===== config.mk =====
export PLATFORM = sky130hd
export DESIGN_NAME = flash_cmd_window
export DESIGN_NICKNAME = d
export VERILOG_FILES = /design/src/rtl/fcw_pkg.sv /design/src/rtl/fcw_cmd_regs.sv /design/src/rtl/fcw_engine.sv /design/src/rtl/fcw_status.sv /design/src/rtl/flash_cmd_window.sv
export SDC_FILE = /design/constraint.sdc
export NUM_CORES = 1
export LEC_CHECK = 0
export BUFFER_PORTS_ARGS = -buffer_cell sky130_fd_sc_hd__clkbuf_2
export CAP_MARGIN = 10
export CORE_ASPECT_RATIO = 0.9
export CORE_MARGIN = 2
export CORE_UTILIZATION = 50
export DETAILED_ROUTE_END_ITERATION = 6
export GPL_TIMING_DRIVEN = 1
export PLACE_DENSITY = 0.67
export SKIP_CTS_REPAIR_TIMING = 1
export SLEW_MARGIN = 5
export SYNTH_ARGS = -nofsm -noshare
export SYNTH_HDL_FRONTEND = slang
export SYNTH_SLANG_ARGS = --single-unit

===== constraint.sdc =====
create_clock -name clk -period 7.4 [get_ports clk]
set_input_delay 1.11 -clock clk [delete_from_list [all_inputs] [get_ports clk]]
set_output_delay 1.11 -clock clk [all_outputs]
set_load 0.03 [all_outputs]

===== src/rtl/fcw_pkg.sv =====
package fcw_pkg;

  localparam int WORD_W = 16;

  // register byte offsets
  localparam logic [7:0] OFF_SIG0    = 8'h00;
  localparam logic [7:0] OFF_SIG1    = 8'h02;
  localparam logic [7:0] OFF_SIG2    = 8'h04;
  localparam logic [7:0] OFF_SIG3    = 8'h06;
  localparam logic [7:0] OFF_MFR     = 8'h20;
  localparam logic [7:0] OFF_DEV     = 8'h22;
  localparam logic [7:0] OFF_PBLOC   = 8'h40;
  localparam logic [7:0] OFF_PBSIZE  = 8'h42;
  localparam logic [7:0] OFF_CODE    = 8'h80;
  localparam logic [7:0] OFF_DATA    = 8'h84;
  localparam logic [7:0] OFF_ADDR_LO = 8'h88;
  localparam logic [7:0] OFF_ADDR_HI = 8'h8A;
  localparam logic [7:0] OFF_CNT_LO  = 8'h90;
  localparam logic [7:0] OFF_CNT_HI  = 8'h92;
  localparam logic [7:0] OFF_EXEC    = 8'hC0;
  localparam logic [7:0] OFF_CLRBUF  = 8'hC4;
  localparam logic [7:0] OFF_SUSP    = 8'hC8;
  localparam logic [7:0] OFF_STAT    = 8'hCC;

  localparam logic [WORD_W-1:0] TRIGGER_VAL = 16'h0001;

  // operation codes
  localparam logic [WORD_W-1:0] OP_WPROG   = 16'h0041;
  localparam logic [WORD_W-1:0] OP_BPROG   = 16'h00E9;
  localparam logic [WORD_W-1:0] OP_ERASE   = 16'h0020;
  localparam logic [WORD_W-1:0] OP_LOCK    = 16'h0061;
  localparam logic [WORD_W-1:0] OP_UNLOCK  = 16'h0062;
  localparam logic [WORD_W-1:0] OP_RDLOCK  = 16'h0065;
  localparam logic [WORD_W-1:0] OP_QUERY   = 16'h0098;
  localparam logic [WORD_W-1:0] OP_OTPRD   = 16'h0097;
  localparam logic [WORD_W-1:0] OP_OTPPROG = 16'h00C0;
  localparam logic [WORD_W-1:0] OP_RESUME  = 16'h00D0;

  // status bit positions
  localparam int SB_PROT    = 1;
  localparam int SB_PSUSP   = 2;
  localparam int SB_VLOW    = 3;
  localparam int SB_PERR    = 4;
  localparam int SB_EERR    = 5;
  localparam int SB_ESUSP   = 6;
  localparam int SB_READY   = 7;
  localparam int SB_REG_LO  = 8;
  localparam int SB_AUX     = 12;
  localparam int SB_AVAIL   = 15;

  function automatic logic op_is_prog(input logic [WORD_W-1:0] c);
    return (c == OP_WPROG) || (c == OP_BPROG) || (c == OP_OTPPROG);
  endfunction

  function automatic logic op_is_erase(input logic [WORD_W-1:0] c);
    return (c == OP_ERASE);
  endfunction

  function automatic logic op_known(input logic [WORD_W-1:0] c);
    return op_is_prog(c) || op_is_erase(c) || (c == OP_LOCK) ||
           (c == OP_UNLOCK) || (c == OP_RDLOCK) || (c == OP_QUERY) ||
           (c == OP_OTPRD) || (c == OP_RESUME);
  endfunction

endpackage


===== src/rtl/fcw_cmd_regs.sv =====
module fcw_cmd_regs
  import fcw_pkg::*;
#(
  parameter int ADDR_W = 8
) (
  input  logic              clk,
  input  logic              rst_n,
  input  logic [ADDR_W-1:0] bus_addr,
  input  logic [WORD_W-1:0] bus_wdata,
  input  logic              bus_we,
  input  logic              eng_data_we,
  input  logic [WORD_W-1:0] eng_data,
  output logic [WORD_W-1:0] code_o,
  output logic [WORD_W-1:0] data_o,
  output logic [WORD_W-1:0] addr_lo_o,
  output logic [WORD_W-1:0] addr_hi_o,
  output logic [WORD_W-1:0] cnt_lo_o,
  output logic [WORD_W-1:0] cnt_hi_o,
  output logic              exec_go_o,
  output logic              susp_go_o,
  output logic              stat_wr_o
);

  logic [WORD_W-1:0] code_q, data_q, alo_q, ahi_q, clo_q, chi_q;
  logic [WORD_W-1:0] code_d, data_d, alo_d, ahi_d, clo_d, chi_d;
  logic              is_trig, clrbuf_go;

  assign is_trig   = (bus_wdata == TRIGGER_VAL);
  assign exec_go_o = bus_we && (bus_addr == ADDR_W'(OFF_EXEC)) && is_trig;
  assign susp_go_o = bus_we && (bus_addr == ADDR_W'(OFF_SUSP)) && is_trig;
  assign clrbuf_go = bus_we && (bus_addr == ADDR_W'(OFF_CLRBUF)) && is_trig;
  assign stat_wr_o = bus_we && (bus_addr == ADDR_W'(OFF_STAT));

  always_comb begin
    code_d = code_q;
    data_d = data_q;
    alo_d  = alo_q;
    ahi_d  = ahi_q;
    clo_d  = clo_q;
    chi_d  = chi_q;
    if (bus_we) begin
      if (bus_addr == ADDR_W'(OFF_CODE))    code_d = bus_wdata;
      if (bus_addr == ADDR_W'(OFF_DATA))    data_d = bus_wdata;
      if (bus_addr == ADDR_W'(OFF_ADDR_LO)) alo_d  = bus_wdata;
      if (bus_addr == ADDR_W'(OFF_ADDR_HI)) ahi_d  = bus_wdata;
      if (bus_addr == ADDR_W'(OFF_CNT_LO))  clo_d  = bus_wdata;
      if (bus_addr == ADDR_W'(OFF_CNT_HI))  chi_d  = bus_wdata;
    end
    if (clrbuf_go) begin
      data_d = '0;
      clo_d  = '0;
      chi_d  = '0;
    end
    // engine result has priority over host writes to the data register
    if (eng_data_we) data_d = eng_data;
  end

  always_ff @(posedge clk or negedge rst_n) begin
    if (!rst_n) begin
      code_q <= '0;
      data_q <= '0;
      alo_q  <= '0;
      ahi_q  <= '0;
      clo_q  <= '0;
      chi_q  <= '0;
    end else begin
      code_q <= code_d;
      data_q <= data_d;
      alo_q  <= alo_d;
      ahi_q  <= ahi_d;
      clo_q  <= clo_d;
      chi_q  <= chi_d;
    end
  end

  assign code_o    = code_q;
  assign data_o    = data_q;
  assign addr_lo_o = alo_q;
  assign addr_hi_o = ahi_q;
  assign cnt_lo_o  = clo_q;
  assign cnt_hi_o  = chi_q;


  clrbuf_zero_chk: assert property (@(posedge clk) disable iff (!rst_n)
    (clrbuf_go && !eng_data_we) |=> (data_q == '0 && clo_q == '0 && chi_q == '0));

endmodule


===== src/rtl/fcw_engine.sv =====
module fcw_engine
  import fcw_pkg::*;
#(
  parameter int BUSY_CYCLES = 12,
  parameter int NUM_BLOCKS  = 16,
  localparam int BLK_W      = $clog2(NUM_BLOCKS),
  localparam int CNT_W      = $clog2(BUSY_CYCLES + 1)
) (
  input  logic              clk,
  input  logic              rst_n,
  input  logic              exec_go,
  input  logic              susp_go,
  input  logic [WORD_W-1:0] cmd_code,
  input  logic              odd_addr,
  input  logic [BLK_W-1:0]  blk_sel,
  output logic              ready,
  output logic              prog_susp,
  output logic              erase_susp,
  output logic              dps_set,
  output logic              rps_set,
  output logic              aos_set,
  output logic              rd_we,
  output logic [WORD_W-1:0] rd_val
);

  logic                  busy_q, busy_d;
  logic                  susp_q, susp_d;
  logic [CNT_W-1:0]      cnt_q, cnt_d;
  logic [WORD_W-1:0]     op_q;
  logic [BLK_W-1:0]      blk_q;
  logic                  odd_q;
  logic [NUM_BLOCKS-1:0] lock_q, lock_d;

  logic op_start, op_resume, running, done, susp_ok, tgt_locked, is_pe;

  assign op_start   = exec_go && !busy_q && op_known(cmd_code) && (cmd_code != OP_RESUME);
  assign op_resume  = exec_go && busy_q && susp_q && (cmd_code == OP_RESUME);
  assign aos_set    = exec_go && !busy_q && !op_known(cmd_code);
  assign running    = busy_q && !susp_q;
  assign done       = running && (cnt_q == CNT_W'(1));
  assign is_pe      = op_is_prog(op_q) || op_is_erase(op_q);
  assign susp_ok    = susp_go && running && !done && is_pe;
  assign tgt_locked = lock_q[blk_q];

  always_comb begin
    busy_d = busy_q;
    cnt_d  = cnt_q;
    susp_d = susp_q;
    if (op_start) begin
      busy_d = 1'b1;
      cnt_d  = CNT_W'(BUSY_CYCLES);
    end else if (done) begin
      busy_d = 1'b0;
      cnt_d  = '0;
    end else if (running) begin
      cnt_d  = cnt_q - CNT_W'(1);
    end
    if (susp_ok)   susp_d = 1'b1;
    if (op_resume) susp_d = 1'b0;
  end

  // per-block lock cells, updated only when a lock or unlock completes
  for (genvar g = 0; g < NUM_BLOCKS; g++) begin : g_lock
    always_comb begin
      lock_d[g] = lock_q[g];
      if (done && (blk_q == BLK_W'(g))) begin
        if (op_q == OP_LOCK)   lock_d[g] = 1'b1;
        if (op_q == OP_UNLOCK) lock_d[g] = 1'b0;
      end
    end
  end

  always_ff @(posedge clk or negedge rst_n) begin
    if (!rst_n) begin
      busy_q <= 1'b0;
      susp_q <= 1'b0;
      cnt_q  <= '0;
      lock_q <= '0;
    end else begin
      busy_q <= busy_d;
      susp_q <= susp_d;
      cnt_q  <= cnt_d;
      lock_q <= lock_d;
    end
  end

  always_ff @(posedge clk or negedge rst_n) begin
    if (!rst_n) begin
      op_q  <= '0;
      blk_q <= '0;
      odd_q <= 1'b0;
    end else if (op_start) begin
      op_q  <= cmd_code;
      blk_q <= blk_sel;
      odd_q <= odd_addr;
    end
  end

  assign ready      = !running;
  assign prog_susp  = susp_q && op_is_prog(op_q);
  assign erase_susp = susp_q && op_is_erase(op_q);
  assign dps_set    = done && is_pe && tgt_locked;
  assign rps_set    = done && (op_q == OP_WPROG) && odd_q && !tgt_locked;
  assign rd_we      = done && (op_q == OP_RDLOCK);
  assign rd_val     = {{(WORD_W-1){1'b0}}, tgt_locked};


  exec_busy_ignored_chk: assert property (@(posedge clk) disable iff (!rst_n)
    (busy_q && exec_go) |=> $stable(op_q));


  susp_needs_busy_chk: assert property (@(posedge clk) disable iff (!rst_n)
    susp_q |-> busy_q);


  susp_freeze_chk: assert property (@(posedge clk) disable iff (!rst_n)
    (susp_q && !op_resume) |=> $stable(cnt_q));


  count_live_chk: assert property (@(posedge clk) disable iff (!rst_n)
    busy_q |-> (cnt_q != '0));


  lock_stable_chk: assert property (@(posedge clk) disable iff (!rst_n)
    !done |=> $stable(lock_q));

endmodule


===== src/rtl/fcw_status.sv =====
module fcw_status
  import fcw_pkg::*;
(
  input  logic              clk,
  input  logic              rst_n,
  input  logic              ready,
  input  logic              prog_susp,
  input  logic              erase_susp,
  input  logic              dps_set,
  input  logic              rps_set,
  input  logic              aos_set,
  input  logic              clr_dps,
  input  logic              clr_rps,
  input  logic              clr_aos,
  output logic [WORD_W-1:0] stat_word
);

  logic       dps_q, dps_d;
  logic [1:0] rps_q, rps_d;
  logic       aos_q, aos_d;

  // a set arriving with a clear in the same cycle wins
  always_comb begin
    dps_d = dps_q;
    rps_d = rps_q;
    aos_d = aos_q;
    if (clr_dps) dps_d = 1'b0;
    if (clr_rps) rps_d = 2'b00;
    if (clr_aos) aos_d = 1'b0;
    if (dps_set) dps_d = 1'b1;
    if (rps_set) rps_d = 2'b11;
    if (aos_set) aos_d = 1'b1;
  end

  always_ff @(posedge clk or negedge rst_n) begin
    if (!rst_n) begin
      dps_q <= 1'b0;
      rps_q <= 2'b00;
      aos_q <= 1'b0;
    end else begin
      dps_q <= dps_d;
      rps_q <= rps_d;
      aos_q <= aos_d;
    end
  end

  always_comb begin
    stat_word                      = '0;
    stat_word[SB_AVAIL]            = 1'b1;
    stat_word[SB_READY]            = ready;
    stat_word[SB_PSUSP]            = prog_susp;
    stat_word[SB_ESUSP]            = erase_susp;
    stat_word[SB_PROT]             = dps_q;
    stat_word[SB_REG_LO +: 2]      = rps_q;
    stat_word[SB_AUX]              = aos_q;
    stat_word[SB_VLOW]             = 1'b0;
    stat_word[SB_PERR]             = 1'b0;
    stat_word[SB_EERR]             = 1'b0;
  end


  sticky_set_wins_chk: assert property (@(posedge clk) disable iff (!rst_n)
    dps_set |=> dps_q);


  sticky_clear_chk: assert property (@(posedge clk) disable iff (!rst_n)
    (clr_dps && !dps_set) |=> !dps_q);


  region_code_chk: assert property (@(posedge clk) disable iff (!rst_n)
    rps_set |=> (rps_q == 2'b11));


  aux_hold_chk: assert property (@(posedge clk) disable iff (!rst_n)
    (aos_q && !clr_aos) |=> aos_q);

endmodule


===== src/rtl/flash_cmd_window.sv =====
module flash_cmd_window
  import fcw_pkg::*;
#(
  parameter int          ADDR_W      = 8,
  parameter int          BUSY_CYCLES = 12,
  parameter int          NUM_BLOCKS  = 16,
  parameter logic [63:0] SIGNATURE   = 64'h0057_0044_004D_0043,
  parameter logic [15:0] MFR_ID      = 16'h00A5,
  parameter logic [15:0] DEV_ID      = 16'h5A17,
  parameter logic [15:0] PBUF_LOC    = 16'h0400,
  parameter logic [15:0] PBUF_WORDS  = 16'h0020
) (
  input  logic              clk,
  input  logic              rst_n,
  input  logic [ADDR_W-1:0] bus_addr,
  input  logic [15:0]       bus_wdata,
  input  logic              bus_we,
  input  logic              bus_re,
  output logic [15:0]       bus_rdata
);

  localparam int BLK_W = $clog2(NUM_BLOCKS);

  logic [1:0] rst_sync_q;
  logic       rst_int_n;

  always_ff @(posedge clk or negedge rst_n) begin
    if (!rst_n) rst_sync_q <= 2'b00;
    else        rst_sync_q <= {rst_sync_q[0], 1'b1};
  end
  assign rst_int_n = rst_sync_q[1];

  logic [WORD_W-1:0] code_w, data_w, alo_w, ahi_w, clo_w, chi_w;
  logic              exec_go, susp_go, stat_wr;
  logic              eng_ready, prog_susp, erase_susp;
  logic              dps_set, rps_set, aos_set, rd_we;
  logic [WORD_W-1:0] rd_val, stat_word;
  logic              clr_dps, clr_rps, clr_aos;

  fcw_cmd_regs #(.ADDR_W(ADDR_W)) u_regs (
    .clk        (clk),
    .rst_n      (rst_int_n),
    .bus_addr   (bus_addr),
    .bus_wdata  (bus_wdata),
    .bus_we     (bus_we),
    .eng_data_we(rd_we),
    .eng_data   (rd_val),
    .code_o     (code_w),
    .data_o     (data_w),
    .addr_lo_o  (alo_w),
    .addr_hi_o  (ahi_w),
    .cnt_lo_o   (clo_w),
    .cnt_hi_o   (chi_w),
    .exec_go_o  (exec_go),
    .susp_go_o  (susp_go),
    .stat_wr_o  (stat_wr)
  );

  fcw_engine #(.BUSY_CYCLES(BUSY_CYCLES), .NUM_BLOCKS(NUM_BLOCKS)) u_engine (
    .clk       (clk),
    .rst_n     (rst_int_n),
    .exec_go   (exec_go),
    .susp_go   (susp_go),
    .cmd_code  (code_w),
    .odd_addr  (alo_w[0]),
    .blk_sel   (ahi_w[BLK_W-1:0]),
    .ready     (eng_ready),
    .prog_susp (prog_susp),
    .erase_susp(erase_susp),
    .dps_set   (dps_set),
    .rps_set   (rps_set),
    .aos_set   (aos_set),
    .rd_we     (rd_we),
    .rd_val    (rd_val)
  );

  assign clr_dps = stat_wr && bus_wdata[SB_PROT];
  assign clr_rps = stat_wr && (bus_wdata[SB_REG_LO] || bus_wdata[SB_REG_LO+1]);
  assign clr_aos = stat_wr && bus_wdata[SB_AUX];

  fcw_status u_status (
    .clk       (clk),
    .rst_n     (rst_int_n),
    .ready     (eng_ready),
    .prog_susp (prog_susp),
    .erase_susp(erase_susp),
    .dps_set   (dps_set),
    .rps_set   (rps_set),
    .aos_set   (aos_set),
    .clr_dps   (clr_dps),
    .clr_rps   (clr_rps),
    .clr_aos   (clr_aos),
    .stat_word (stat_word)
  );

  logic [WORD_W-1:0] rd_mux, rdata_q;

  always_comb begin
    rd_mux = '0;
    if (bus_addr == ADDR_W'(OFF_SIG0))    rd_mux = SIGNATURE[15:0];
    if (bus_addr == ADDR_W'(OFF_SIG1))    rd_mux = SIGNATURE[31:16];
    if (bus_addr == ADDR_W'(OFF_SIG2))    rd_mux = SIGNATURE[47:32];
    if (bus_addr == ADDR_W'(OFF_SIG3))    rd_mux = SIGNATURE[63:48];
    if (bus_addr == ADDR_W'(OFF_MFR))     rd_mux = MFR_ID;
    if (bus_addr == ADDR_W'(OFF_DEV))     rd_mux = DEV_ID;
    if (bus_addr == ADDR_W'(OFF_PBLOC))   rd_mux = PBUF_LOC;
    if (bus_addr == ADDR_W'(OFF_PBSIZE))  rd_mux = PBUF_WORDS;
    if (bus_addr == ADDR_W'(OFF_CODE))    rd_mux = code_w;
    if (bus_addr == ADDR_W'(OFF_DATA))    rd_mux = data_w;
    if (bus_addr == ADDR_W'(OFF_ADDR_LO)) rd_mux = alo_w;
    if (bus_addr == ADDR_W'(OFF_ADDR_HI)) rd_mux = ahi_w;
    if (bus_addr == ADDR_W'(OFF_CNT_LO))  rd_mux = clo_w;
    if (bus_addr == ADDR_W'(OFF_CNT_HI))  rd_mux = chi_w;
    if (bus_addr == ADDR_W'(OFF_STAT))    rd_mux = stat_word;
  end

  always_ff @(posedge clk or negedge rst_int_n) begin
    if (!rst_int_n)  rdata_q <= '0;
    else if (bus_re) rdata_q <= rd_mux;
  end

  assign bus_rdata = rdata_q;


  rdata_hold_chk: assert property (@(posedge clk) disable iff (!rst_int_n)
    !bus_re |=> $stable(bus_rdata));

endmodule


# After elaboration in Yosys (flattened, before gate mapping)
# Index checks and enable logic that the tools add are counted.
# op_classes
eq_ne,52
bitwise_logic,0
div,0
n_mux,42
order_cmp,1
mul,0
reduce_logical,101
n_addsub,1
shifts,0
# op_table
cell,n
$mux W16,23
$eq A16 B7 Y1 const B,8
$eq A16 B8 Y1 const B,7
$eq A8 B8 Y1 const B,10
$logic_and A1 B1 Y1,46
$reduce_and A2 Y1,22
$eq A16 B6 Y1 const B,2
$eq A4 B4 Y1 const B,8
$reduce_bool A2 Y1,9
$eq A16 B1 Y1 const B,1
$eq A4 B3 Y1 const B,4
$eq A8 B3 Y1 const B,2
$eq A8 B6 Y1 const B,2
$eq A8 B7 Y1 const B,2
$ne A16 B8 Y1 const B,1
$mux W7,2
$logic_or A1 B1 Y1,13
$mux W4,3
$mux W1,11
$reduce_bool A3 Y1,3
$eq A4 B1 Y1 const B,2
$eq A4 B2 Y1 const B,2
$eq A8 B2 Y1 const B,1
$logic_not A8 Y1,1
6 further kinds,12
# totals
in_bits,28
output_inout_bits,16
word_cells,230
latch_bits,0
n_memories,0
ff_bits,161
mem_bits_ro,0
mem_bits_rw,0

# Depth between registers and ports, before layout
# Gate-level depths: netlist of the first run.
# depth
depth_word,16
mapped_depth,8
depth_no_buf,7

# By module
# A second synthesis of the first run with hierarchy kept.
# unflattened
hier_cells,877
hier_area_um2,8846.0
# by_module_without_submodules
module,seq_area_each_um2,area_each_um2,instances,cells_each
fcw_cmd_regs,2402.3,4131.5,1,357
fcw_engine,1076.0,2436.1,1,217
flash_cmd_window,450.4,2049.5,1,277
fcw_status,75.1,229.0,1,26

# Least setup slack after synthesis of the first run
# No wires, ideal clock.
# synth_path
path_kind,in2reg
startpoint,input bus_addr[1]
endpoint,register u_engine.blk_q[0]
setup_slack_ps,4406
setup_ps,125
required_ps,7275
n_path_buf,2
stages,6
arrival_time_ps,2869
cell_sequence,buf_2 -> or4_1 -> nor4_2 -> o2111ai_2 -> buf_6 -> mux2_4
# synth_between
elab_chain_len,6
# synth_rtl
item,line_no,rtl
from (decl),flash_cmd_window.sv:15,"input logic [ADDR_W-1:0] bus_addr,"
$eq A8 B8 Y1,fcw_cmd_regs.sv:29,assign exec_go_o = bus_we && (bus_addr == ADDR_W'(OFF_EXEC)) && is_trig;
$logic_and A1 B1 Y1 (2 in series),fcw_cmd_regs.sv:29,
$logic_and A1 B1 Y1 (3 in series),fcw_engine.sv:36,assign op_start = exec_go && !busy_q && op_known(cmd_code) && (cmd_code != OP_RESUME);
to (signal assigned),fcw_engine.sv:94,blk_q <= blk_sel;
to (decl),fcw_engine.sv:30,logic [BLK_W-1:0] blk_q;
# No other way between the ends.
# A chain may end at the register's enable or synchronous reset.

# Final worst setup path of the first run
# layout_path
startpoint,input bus_addr[1]
endpoint,"register u_regs.alo_q[1], in the netlist u_regs.addr_lo_o[1]"
# layout_between
elab_chain_len,2
# layout_rtl
item,line_no,rtl
$eq A8 B8 Y1,fcw_cmd_regs.sv:44,if (bus_addr == ADDR_W'(OFF_ADDR_LO)) alo_d = bus_wdata;
$reduce_and A2 Y1 (no source line),-,
to (signal assigned),fcw_cmd_regs.sv:69,alo_q <= alo_d;
to (decl),fcw_cmd_regs.sv:24,"logic [WORD_W-1:0] code_q, data_q, alo_q, ahi_q, clo_q, chi_q;"
# No other way between the ends.

==> results of run 1 <==
flip-flops by register name (all words and copies together) (netlist names), 2 cells and up:
signal,cells
u_regs.data_o,16
u_engine.op_q,16
u_engine.cnt_q,4
u_engine.blk_q,4
u_engine.lock_q,16
u_regs.cnt_lo_o,16
u_regs.cnt_hi_o,16
u_regs.addr_hi_o,16
u_regs.code_o,16
u_regs.addr_lo_o,16
rst_sync_q,2
bus_rdata,16
how the worst min path moves through the flow:
stage | from | to | slack [ns] | cells after the start
floorplan | rst_sync_q[0]$_DFF_PN0_ | rst_sync_q[1]$_DFF_PN0_ | 0.33 | 0
global placement | rst_sync_q[1]$_DFF_PN0_ | u_engine.op_q[6]$_DFFE_PN0P_ | 0.27 | 0
detailed placement | rst_sync_q[1]$_DFF_PN0_ | u_engine.op_q[6]$_DFFE_PN0P_ | 0.29 | 0
CTS | rst_sync_q[1]$_DFF_PN0_ | u_engine.op_q[10]$_DFFE_PN0P_ | 0.29 | 0
global route | rst_sync_q[1]$_DFF_PN0_ | u_engine.op_q[9]$_DFFE_PN0P_ | 0.31 | 0
finish | rst_sync_q[1]$_DFF_PN0_ | u_engine.op_q[8]$_DFFE_PN0P_ | 0.26 | 0
metrics by stage:
stage	hold slack, ns	power, mW
after global routing	0.313	2.06
after floorplan	0.331	1.03
after CTS	0.286	2.01
final	0.257	2.00
after detailed placement	0.287	1.09
after global placement	0.267	1.09
cell families after synthesis:
logic type      Yosys count  share of synthesized area (%)
flops                   160                           49.9
other cells               1                         0.0467
xor+xnor                  4                          0.437
buf+inv                  68                           3.56
fa+ha+maj                 2                          0.312
mux                      68                           10.9
simple gates            212                           15.2
compound gates          223                           19.7
synth_stat cells, types with 7 or more instances:
cell      number
a21oi_1       62
mux2_4        15
nor2b_1       15
a22o_1        46
a221oi_1       7
a22oi_1        9
and2_1        14
nand2_1       34
nor4_1        13
inv_1         18
o22ai_1        8
dfrtp_1      160
nand3_1       14
o21ai_0       20
buf_2          9
nor3_1        16
clkbuf_1      31
mux2_2        44
nor2_1        49
o211ai_1      13
buf_1          7
worst reg2reg max path: stages (launching register included):
cell and delay (ns):
dfrtp_1 0.38, nor4_1 0.64, nand4_1 0.36, nor4_1 0.85, a21oi_1 0.15, a21oi_1 0.15
per-layer routing:
layer	vias to the layer above	wire length (um)	GRT usage, %	part of all wire, %
li1	2844	-	-	-
met1	3299	11200	46.0	46
met2	288	10500	42.5	43
met3	26	2310	9.36	9.5
met4	0	307	7.22	1.3
met5	-	0	0	0
power groups by stage:
stage	logic (mW)	registers (mW)	clock network (mW)
after floorplan	0.0763	0.957	0
after global placement	0.141	0.949	0
after detailed placement	0.144	0.949	0
after CTS	0.144	0.934	0.929
after global routing	0.158	0.938	0.964
final	0.146	0.934	0.917
layout make-up:
type | instances | area, sq um
inverter | 18 | 67.6
clock inverter | 10 | 164
clock buffer | 18 | 439
timing repair buffer | 52 | 287
tap | 202 | 253
sequential | 160 | 4010
multi-input combinational | 510 | 3730
fill | 1332 | 6600
==> metrics.yaml, run 1 <==
setup_path:
  rr_worst_depth: 5
  path_depth: 4
  critPathCapture: "u_regs.addr_lo_o[1]$_DFFE_PN0P_"
  crit_buf_inv: 1
  required_ns: 7.70
  ff2ff_setup_slack_ns: 4.79
  cp-startpoint: "bus_addr[1]"
  crit_arrival_ns: 3.86
  crit_fanout: 27
  r2r_end: "u_engine.lock_q[13]$_DFFE_PN0P_"
  r2r_start: "u_engine.op_q[9]$_DFFE_PN0P_"
  crit_family: "simple AND/OR/NAND/NOR gates"
  slowest_delay_ns: 1.01
  critPathKind: "in2reg"
  crit_slowest_cell: "nor3b_1"
  crit_path_start_kind: "input port"
  endpoint_kind: "register"
  critical_path.cell_chain: "clkbuf_2 -> nor3b_1 -> nand3_1 -> mux2_2"
sta:
  setup_viol: 0
  tightest_slew_ns: 1.18
  finClkSkew_ns: 0.00783
  relSlewSlack_pct: 20.8
  fin_setup_tns_ns: 0
  grt_setup_unrepaired: "no"
  period_share_pct: 48.1
  period_minus_slack_ns: 3.56
  maxSlewViolCount: 0
  setup_slack_ns: 3.84
  fmax_mhz: 281
  final_hold_viol_count: 0
routing:
  drc: 0
  detail_route.iter0.violations: 770
  dr.pass1.iters: 5
  vias_per_cell: 6.66
  vias: 6457
  antenna_left: 0
  wl_um: 24300
  wl_per_cell_um: 25.0
power:
  vdd_drop_max_v: 0.000238
  internal-power_mw: 1.52
  p_sw_share_pct: 23.8
  power.density_nw_per_um2: 223
  p_sw_uw: 475
  pwr-share-comb_pct: 7.3
  pwr-share-seq_pct: 46.8
  p_clk_share_pct: 45.9
  leakagePower_nw: 4.06
floorplanning:
  die-area_sq_um: 17100
  ios: 44
  num_rows: 43
  core_area_sq_um: 15500
  start_util_pct: 51.6
  dieHeight_um: 124
  fp.dieW_um: 138
yosys:
  ys_ff_latch: 160
  synthCells: 738
  synth-edff-count: 0
  ys_types: 81
  synthFlopType: "dfrtp_1"
  synth_area_leaders: "dfrtp_1 (50%), mux2_2 (6.2%), a22o_1 (5.0%)"
  post-synth-top-area-fraction_pct: 49.9
  yosysWarnings: 0
  synth_area_sq_um: 8020
  avgSynthCellArea_sq_um: 10.9
  syn-num-nets: 768
  yosysTopAreaCell: "dfrtp_1"
  async_flop_share_pct: 100
  ys_seq_area_share_pct: 49.9
placement:
  post_dp_cell_area_sq_um: 8340
  place.gp.congestion: 0.924
  io_buffer_count: 43
  post-place-cells: 941
  pre_cts_ws_ns: 3.46
  hpwl_um: 16800
global_routing:
  grt_max_degree: 70
  first_global_vias: 6206
  antenna_found_initial: 1
  grt_overflow_total: 0
  grt.total_usage_pct: 30.4
  grt_pass1_wl_um: 37700
cts:
  cts.sinks: 160
  clkTransAtPathRegs_ns: 0.06
  cts_tree: "done"
  cts_buffers: 17
  h-tree-depth: 4
  clock_latency_ns: 0.43
  cts_root_buf: "clkbuf_16"
  cts_buffer_depth: 2
final_layout:
  diodes: 0
  stdcell_count: 970
  finish.utilization_pct: 57.6
  drive_gt1_share_pct: 21.1
  layout_commonest_cell: "dfrtp_1"
  fin_area_sq_um: 8950
  area_growth_pct: 11.6
  fin_nets: 789
  final_cell_mix: "dfrtp_1 (159), a21oi_1 (62), nor2_1 (49), a22o_1 (46), mux2_2 (44)"
worst_hold_path:
  hold_class: "reg2async"
flow_run:
  max-cap-violations: 0
run_status:
  status: "complete, no violations"
Note: power is estimated with default switching activity, not from simulation.
==> inputs of run 2 (changes only) <==
--- a/config.mk
+++ b/config.mk
@@ -5,6 +5,7 @@
 export SDC_FILE = /design/constraint.sdc
 export NUM_CORES = 1
 export LEC_CHECK = 0
+export ABC_AREA = 1
 export BUFFER_PORTS_ARGS = -buffer_cell sky130_fd_sc_hd__clkbuf_2
 export CAP_MARGIN = 10
 export CORE_ASPECT_RATIO = 0.9
@@ -12,7 +13,7 @@
 export CORE_UTILIZATION = 50
 export DETAILED_ROUTE_END_ITERATION = 6
 export GPL_TIMING_DRIVEN = 1
-export PLACE_DENSITY = 0.67
+export PLACE_DENSITY = 0.7
 export SKIP_CTS_REPAIR_TIMING = 1
 export SLEW_MARGIN = 5
 export SYNTH_ARGS = -nofsm -noshare
==> constraint.sdc (replaced) <==
create_clock -name clk -period 3 [get_ports clk]
set_input_delay 0.45 -clock clk [delete_from_list [all_inputs] [get_ports clk]]
set_output_delay 0.45 -clock clk [all_outputs]
set_load 0.03 [all_outputs]
==> metrics.yaml, run 2 <==
setup_path:
  crit_buf_inv: 2
  required_ns: 3.28
  critPathKind: "reg2reg"
  crit_arrival_ns: 2.33
  critical_path.cell_chain: "inv_1 -> nand2_2 -> nor2_4 -> nand3_4 -> or2_1 -> nor2_2 -> nor2_2 -> buf_4 -> nand2_1 -> o21ai_0"
  endpoint_kind: "register"
  cpMostUsedCell: "nor2_2"
  crit_family: "simple AND/OR/NAND/NOR gates"
  crit_slowest_cell: "dfrtp_1"
  crit_fanout: 8
  slowest_delay_ns: 0.40
  crit_path_start_kind: "register"
yosys:
  async_flop_share_pct: 100
  yosysWarnings: 0
  synth_common_cells: "nand2_1 (299), dfrtp_1 (160), inv_1 (122)"
  synth_area_leaders: "dfrtp_1 (51%), nand2_1 (14%), o21ai_0 (6.6%)"
  synth-edff-count: 0
  synthFlopType: "dfrtp_1"
  ys_ff_latch: 160
  synth.most_common_cell: "nand2_1"
  yosysTopAreaCell: "dfrtp_1"
  ys_types: 36
  synthCells: 1021
  synth_area_sq_um: 7920
  avgSynthCellArea_sq_um: 7.76
  post-synth-top-area-fraction_pct: 50.5
  syn-num-nets: 1051
  ys_seq_area_share_pct: 50.5
cts:
  cts_buffers: 17
  cts_tree: "done"
  clkTransAtPathRegs_ns: 0.07
  cts_root_buf: "clkbuf_16"
  clock_latency_ns: 0.43
  h-tree-depth: 4
  cts_buffer_depth: 2
  cts.sinks: 160
floorplanning:
  core_area_sq_um: 15400
  fp.dieW_um: 137
  dieHeight_um: 123
  die-area_sq_um: 16900
  ios: 44
  num_rows: 43
  start_util_pct: 51.3
power:
  leakagePower_nw: 4.48
  power.density_nw_per_um2: 526
  power_mw: 4.68
  vdd_drop_max_v: 0.000418
sta:
  fin_setup_tns_ns: 0
  grt_setup_unrepaired: "no"
  period_share_pct: 68.2
  maxSlewViolCount: 0
  relSlewSlack_pct: 39.5
  period_minus_slack_ns: 2.05
  setup_viol: 0
  tightest_slew_ns: 0.906
  finClkSkew_ns: 0.00740
  final_hold_viol_count: 0
  fmax_mhz: 489
placement:
  io_buffer_count: 43
  hpwl_um: 15500
  place.gp.congestion: 0.983
routing:
  wl_per_cell_um: 17.0
  dr.pass1.iters: 5
  drc: 0
  antenna_left: 0
  detail_route.iter0.violations: 933
  wl_um: 21700
  vias_per_cell: 5.55
  vias: 7091
final_layout:
  area_growth_pct: 12.5
  final_cell_mix: "nand2_1 (299), dfrtp_1 (159), inv_1 (122), o21ai_0 (104), nand3_1 (64)"
  diodes: 0
  drive_gt1_share_pct: 11.5
  finish.utilization_pct: 57.7
  nFillCells: 1400
  fin_nets: 1092
  seq_area_sq_um: 4010
  layout_commonest_cell: "nand2_1"
  multi_input_area_sq_um: 3260
global_routing:
  grt_max_degree: 72
  first_global_vias: 6559
  grt_overflow_total: 0
  grt_pass1_wl_um: 35500
  antenna_found_initial: 0
  grt.total_usage_pct: 28.0
flow_run:
  max-cap-violations: 0
run_status:
  status: "complete, no violations"
worst_hold_path:
  hold_class: "reg2async"
-- run 2: changes by cell type in the layout (fill, tap and decap cells not counted), sizes merged, moves of 13 or more --
| cell | previous run | this run |
|---|---|---|
| mux2 | 59 | 0 |
| nand3 | 14 | 66 |
| o21ai | 21 | 119 |
| and2 | 14 | 1 |
| nor2b | 15 | 0 |
| a22o | 46 | 0 |
| nand2 | 35 | 304 |
| nand4 | 6 | 42 |
| inv | 19 | 134 |
| nor2 | 49 | 77 |
| a21oi | 62 | 30 |
-- run 2: path summary, 6_finish.rpt --
path / from / to / slack, ns / cells after the start
max in group asynchronous: rst_sync_q[1]$_DFF_PN0_ / u_engine.lock_q[13]$_DFFE_PN0P_ / 1.80 / 1
min: rst_sync_q[1]$_DFF_PN0_ / u_engine.op_q[14]$_DFFE_PN0P_ / 0.33 / 0
max reg2reg: u_engine.susp_q$_DFFE_PN0P_ / u_regs.data_o[15]$_DFFE_PN0P_ / 0.95 / 10
min in group clk: rst_sync_q[0]$_DFF_PN0_ / rst_sync_q[1]$_DFF_PN0_ / 0.36 / 0
min reg2reg: rst_sync_q[1]$_DFF_PN0_ / u_engine.op_q[14]$_DFFE_PN0P_ / 0.33 / 0
max: u_engine.susp_q$_DFFE_PN0P_ / u_regs.data_o[15]$_DFFE_PN0P_ / 0.95 / 10
-- run 2: cells by family after synthesis --
kind of cell | count (synthesis) | synth area share [%]
buffers and inverters | 165 | 8.34
DFF | 160 | 50.5
AOI/OAI and AO/OA | 177 | 12.0
and+or+nand+nor | 516 | 28.8
adders and majority gates | 2 | 0.316
other | 1 | 0.0473
-- run 2: area by class of cell --
cell class	count	share of cell area, %
Sequential cell	160	45.0
Multi-Input combinational cell	696	36.6
Clock inverter	13	1.49
Timing Repair Buffer	58	3.85
Inverter	129	5.43
Clock buffer	19	4.86
Tap cell	202	2.84
-- run 2: layer usage --
| metal | track usage [%] | up-vias | share of wire (%) |
|---|---|---|---|
| li1 | - | 3398 | - |
| met1 | 42.2 | 3337 | 47 |
| met2 | 41.0 | 321 | 44 |
| met3 | 5.78 | 35 | 7.7 |
| met4 | 7.42 | 0 | 1.8 |
| met5 | 0 | - | 0 |
-- run 2: through the flow --
step	setup slack, ns	hold slack (ns)	area [sq um]	std cells
3_5_place_dp	0.596	0.238	8330	1244
6_report	0.955	0.330	8910	1277
3_3_place_gp	0.595	0.238	8330	1244
5_1_grt	0.789	0.343	8910	1277
4_1_cts	0.981	-0.217	8900	1276
2_1_floorplan	0.351	0.154	7920	1021
-- run 2: power by group --
part	leakage, nW	switching [mW]	total [mW]	internal [mW]
Sequential	2.05	0.0590	2.29	2.24
Combinational	2.16	0.218	0.301	0.0838
Clock	0.268	0.927	2.09	1.16
==> inputs of run 3 (changes only) <==
--- a/config.mk
+++ b/config.mk
@@ -13,7 +13,7 @@
 export CORE_UTILIZATION = 50
 export DETAILED_ROUTE_END_ITERATION = 6
 export GPL_TIMING_DRIVEN = 1
-export PLACE_DENSITY = 0.7
+export PLACE_DENSITY = 0.67
 export SKIP_CTS_REPAIR_TIMING = 1
 export SLEW_MARGIN = 5
 export SYNTH_ARGS = -nofsm -noshare
==> constraint.sdc (replaced) <==
create_clock -name clk -period 2.1 [get_ports clk]
set_input_delay 0.315 -clock clk [delete_from_list [all_inputs] [get_ports clk]]
set_output_delay 0.315 -clock clk [all_outputs]
set_load 0.03 [all_outputs]
==> metrics.yaml, run 3 (same netlist as run 2, synthesis figures left out) <==
run_status:
  status: "complete, no violations"
cts:
  cts_root_buf: "clkbuf_16"
  cts.sinks: 160
  h-tree-depth: 4
  cts_tree: "done"
  cts_buffer_depth: 2
  clock_latency_ns: 0.43
  cts_buffers: 17
  clkTransAtPathRegs_ns: 0.06
final_layout:
  nFillCells: 1384
  layout_commonest_cell: "nand2_1"
  drive_gt1_share_pct: 14.9
  seq_area_sq_um: 4010
  fin_nets: 1132
  stdcell_count: 1317
  final_cell_mix: "nand2_1 (299), dfrtp_1 (159), inv_1 (122), o21ai_0 (104), nand3_1 (64)"
  multi_input_area_sq_um: 3260
  diodes: 0
  area_growth_pct: 17.3
placement:
  io_buffer_count: 43
  hpwl_um: 16300
  post-place-cells: 1284
  place.gp.congestion: 0.913
global_routing:
  grt_pass1_wl_um: 35800
  grt.total_usage_pct: 28.4
  grt_max_degree: 62
  antenna_found_initial: 0
  grt_overflow_total: 0
  first_global_vias: 6645
setup_path:
  endpoint_kind: "register"
  r2r_end: "u_regs.data_o[8]$_DFFE_PN0P_"
  r2r_start: "u_engine.cnt_q[1]$_DFFE_PN0P_"
  slowest_delay_ns: 0.44
  critical_path.cell_chain: "inv_1 -> ha_1 -> nand3_4 -> or2_1 -> nor2_2 -> nor2_2 -> inv_1 -> o22ai_1"
  critPathKind: "reg2reg"
  required_ns: 2.45
  crit_buf_inv: 2
  crit_path_start_kind: "register"
  rr_worst_depth: 8
  ff2ff_setup_slack_ns: 0.20
  crit_arrival_ns: 2.25
  crit_slowest_cell: "nor2_2"
  crit_fanout: 13
  crit_family: "simple AND/OR/NAND/NOR gates"
routing:
  dr.pass1.iters: 5
  detail_route.iter0.violations: 705
  wl_um: 21900
  drc: 0
  vias_per_cell: 5.42
  wl_per_cell_um: 16.6
  vias: 7143
  antenna_left: 0
power:
  p_sw_share_pct: 25.3
  leakagePower_nw: 4.71
  pwr-share-seq_pct: 47.8
  p_sw_mw: 1.73
  internal-power_mw: 5.11
  power.density_nw_per_um2: 736
  p_clk_share_pct: 45.3
  vdd_drop_max_v: 0.000578
  pwr-share-comb_pct: 6.9
sta:
  maxSlewViolCount: 0
  fin_setup_tns_ns: 0
  fmax_mhz: 527
  tightest_slew_ns: 0.536
  period_share_pct: 90.4
  setup_viol: 0
  finClkSkew_ns: 0.00838
  grt_setup_unrepaired: "no"
  relSlewSlack_pct: 63.9
  period_minus_slack_ns: 1.90
  final_hold_viol_count: 0
flow_run:
  max-cap-violations: 0
floorplanning:
  num_rows: 43
  dieHeight_um: 123
  fp.dieW_um: 137
  ios: 44
  die-area_sq_um: 16900
  start_util_pct: 51.3
  core_area_sq_um: 15400
worst_hold_path:
  hold_class: "in2async"
run 3: worst max-delay path by stage:
| stage | start | end | cells past startpoint |
|---|---|---|---|
| after floorplan | rst_sync_q[1]$_DFF_PN0_ | bus_rdata[0]$_DFFE_PN0P_ | 0 |
| after global placement | bus_wdata[8] | u_engine.blk_q[0]$_DFFE_PN0P_ | 12 |
| after detailed placement | bus_wdata[8] | u_engine.op_q[15]$_DFFE_PN0P_ | 11 |
| after CTS | u_engine.cnt_q[0]$_DFFE_PN0P_ | u_regs.data_o[8]$_DFFE_PN0P_ | 7 |
| after global routing | u_engine.cnt_q[1]$_DFFE_PN0P_ | u_regs.data_o[13]$_DFFE_PN0P_ | 8 |
| final | u_engine.cnt_q[1]$_DFFE_PN0P_ | u_regs.data_o[8]$_DFFE_PN0P_ | 8 |
run 3: layout make-up:
| cell class | instances | share of cell area (%) |
|---|---|---|
| clock buffer | 17 | 4.58 |
| timing repair buffer | 98 | 7.60 |
| inverter | 129 | 5.21 |
| tap | 202 | 2.72 |
| multi-input combinational | 696 | 35.1 |
| sequential | 160 | 43.1 |
| clock inverter | 15 | 1.70 |
run 3: metrics by stage:
step | utilization, % | area, sq um | total power [mW] | hold WS [ns] | setup slack, ns
after detailed placement | 56.3 | 8700 | 3.80 | 0.105 | 0.0166
after CTS | 60.1 | 9280 | 6.87 | -0.357 | 0.213
after global placement | 56.3 | 8700 | 3.79 | 0.104 | 0.0634
after global routing | 60.2 | 9290 | 7.08 | 0.189 | 0.0192
after floorplan | - | 7930 | 3.59 | 0.0194 | 0.437
final | 60.2 | 9290 | 6.84 | 0.193 | 0.202
run 3: power by group through the flow:
stage | sequential, mW | clock (mW) | combinational, mW
floorplan | 3.35 | 0 | 0.239
global placement | 3.33 | 0 | 0.461
detailed placement | 3.33 | 0 | 0.470
CTS | 3.27 | 3.13 | 0.471
global route | 3.28 | 3.26 | 0.533
finish | 3.27 | 3.10 | 0.469
run 3: layer usage:
| metal | up-vias | wire (um) | GRT usage (%) |
|---|---|---|---|
| met5 | - | 0 | 0 |
| met4 | 0 | 321 | 7.88 |
| met3 | 28 | 1920 | 6.97 |
| met2 | 274 | 9110 | 39.7 |
| met1 | 3360 | 10600 | 43.6 |
| li1 | 3481 | - | - |
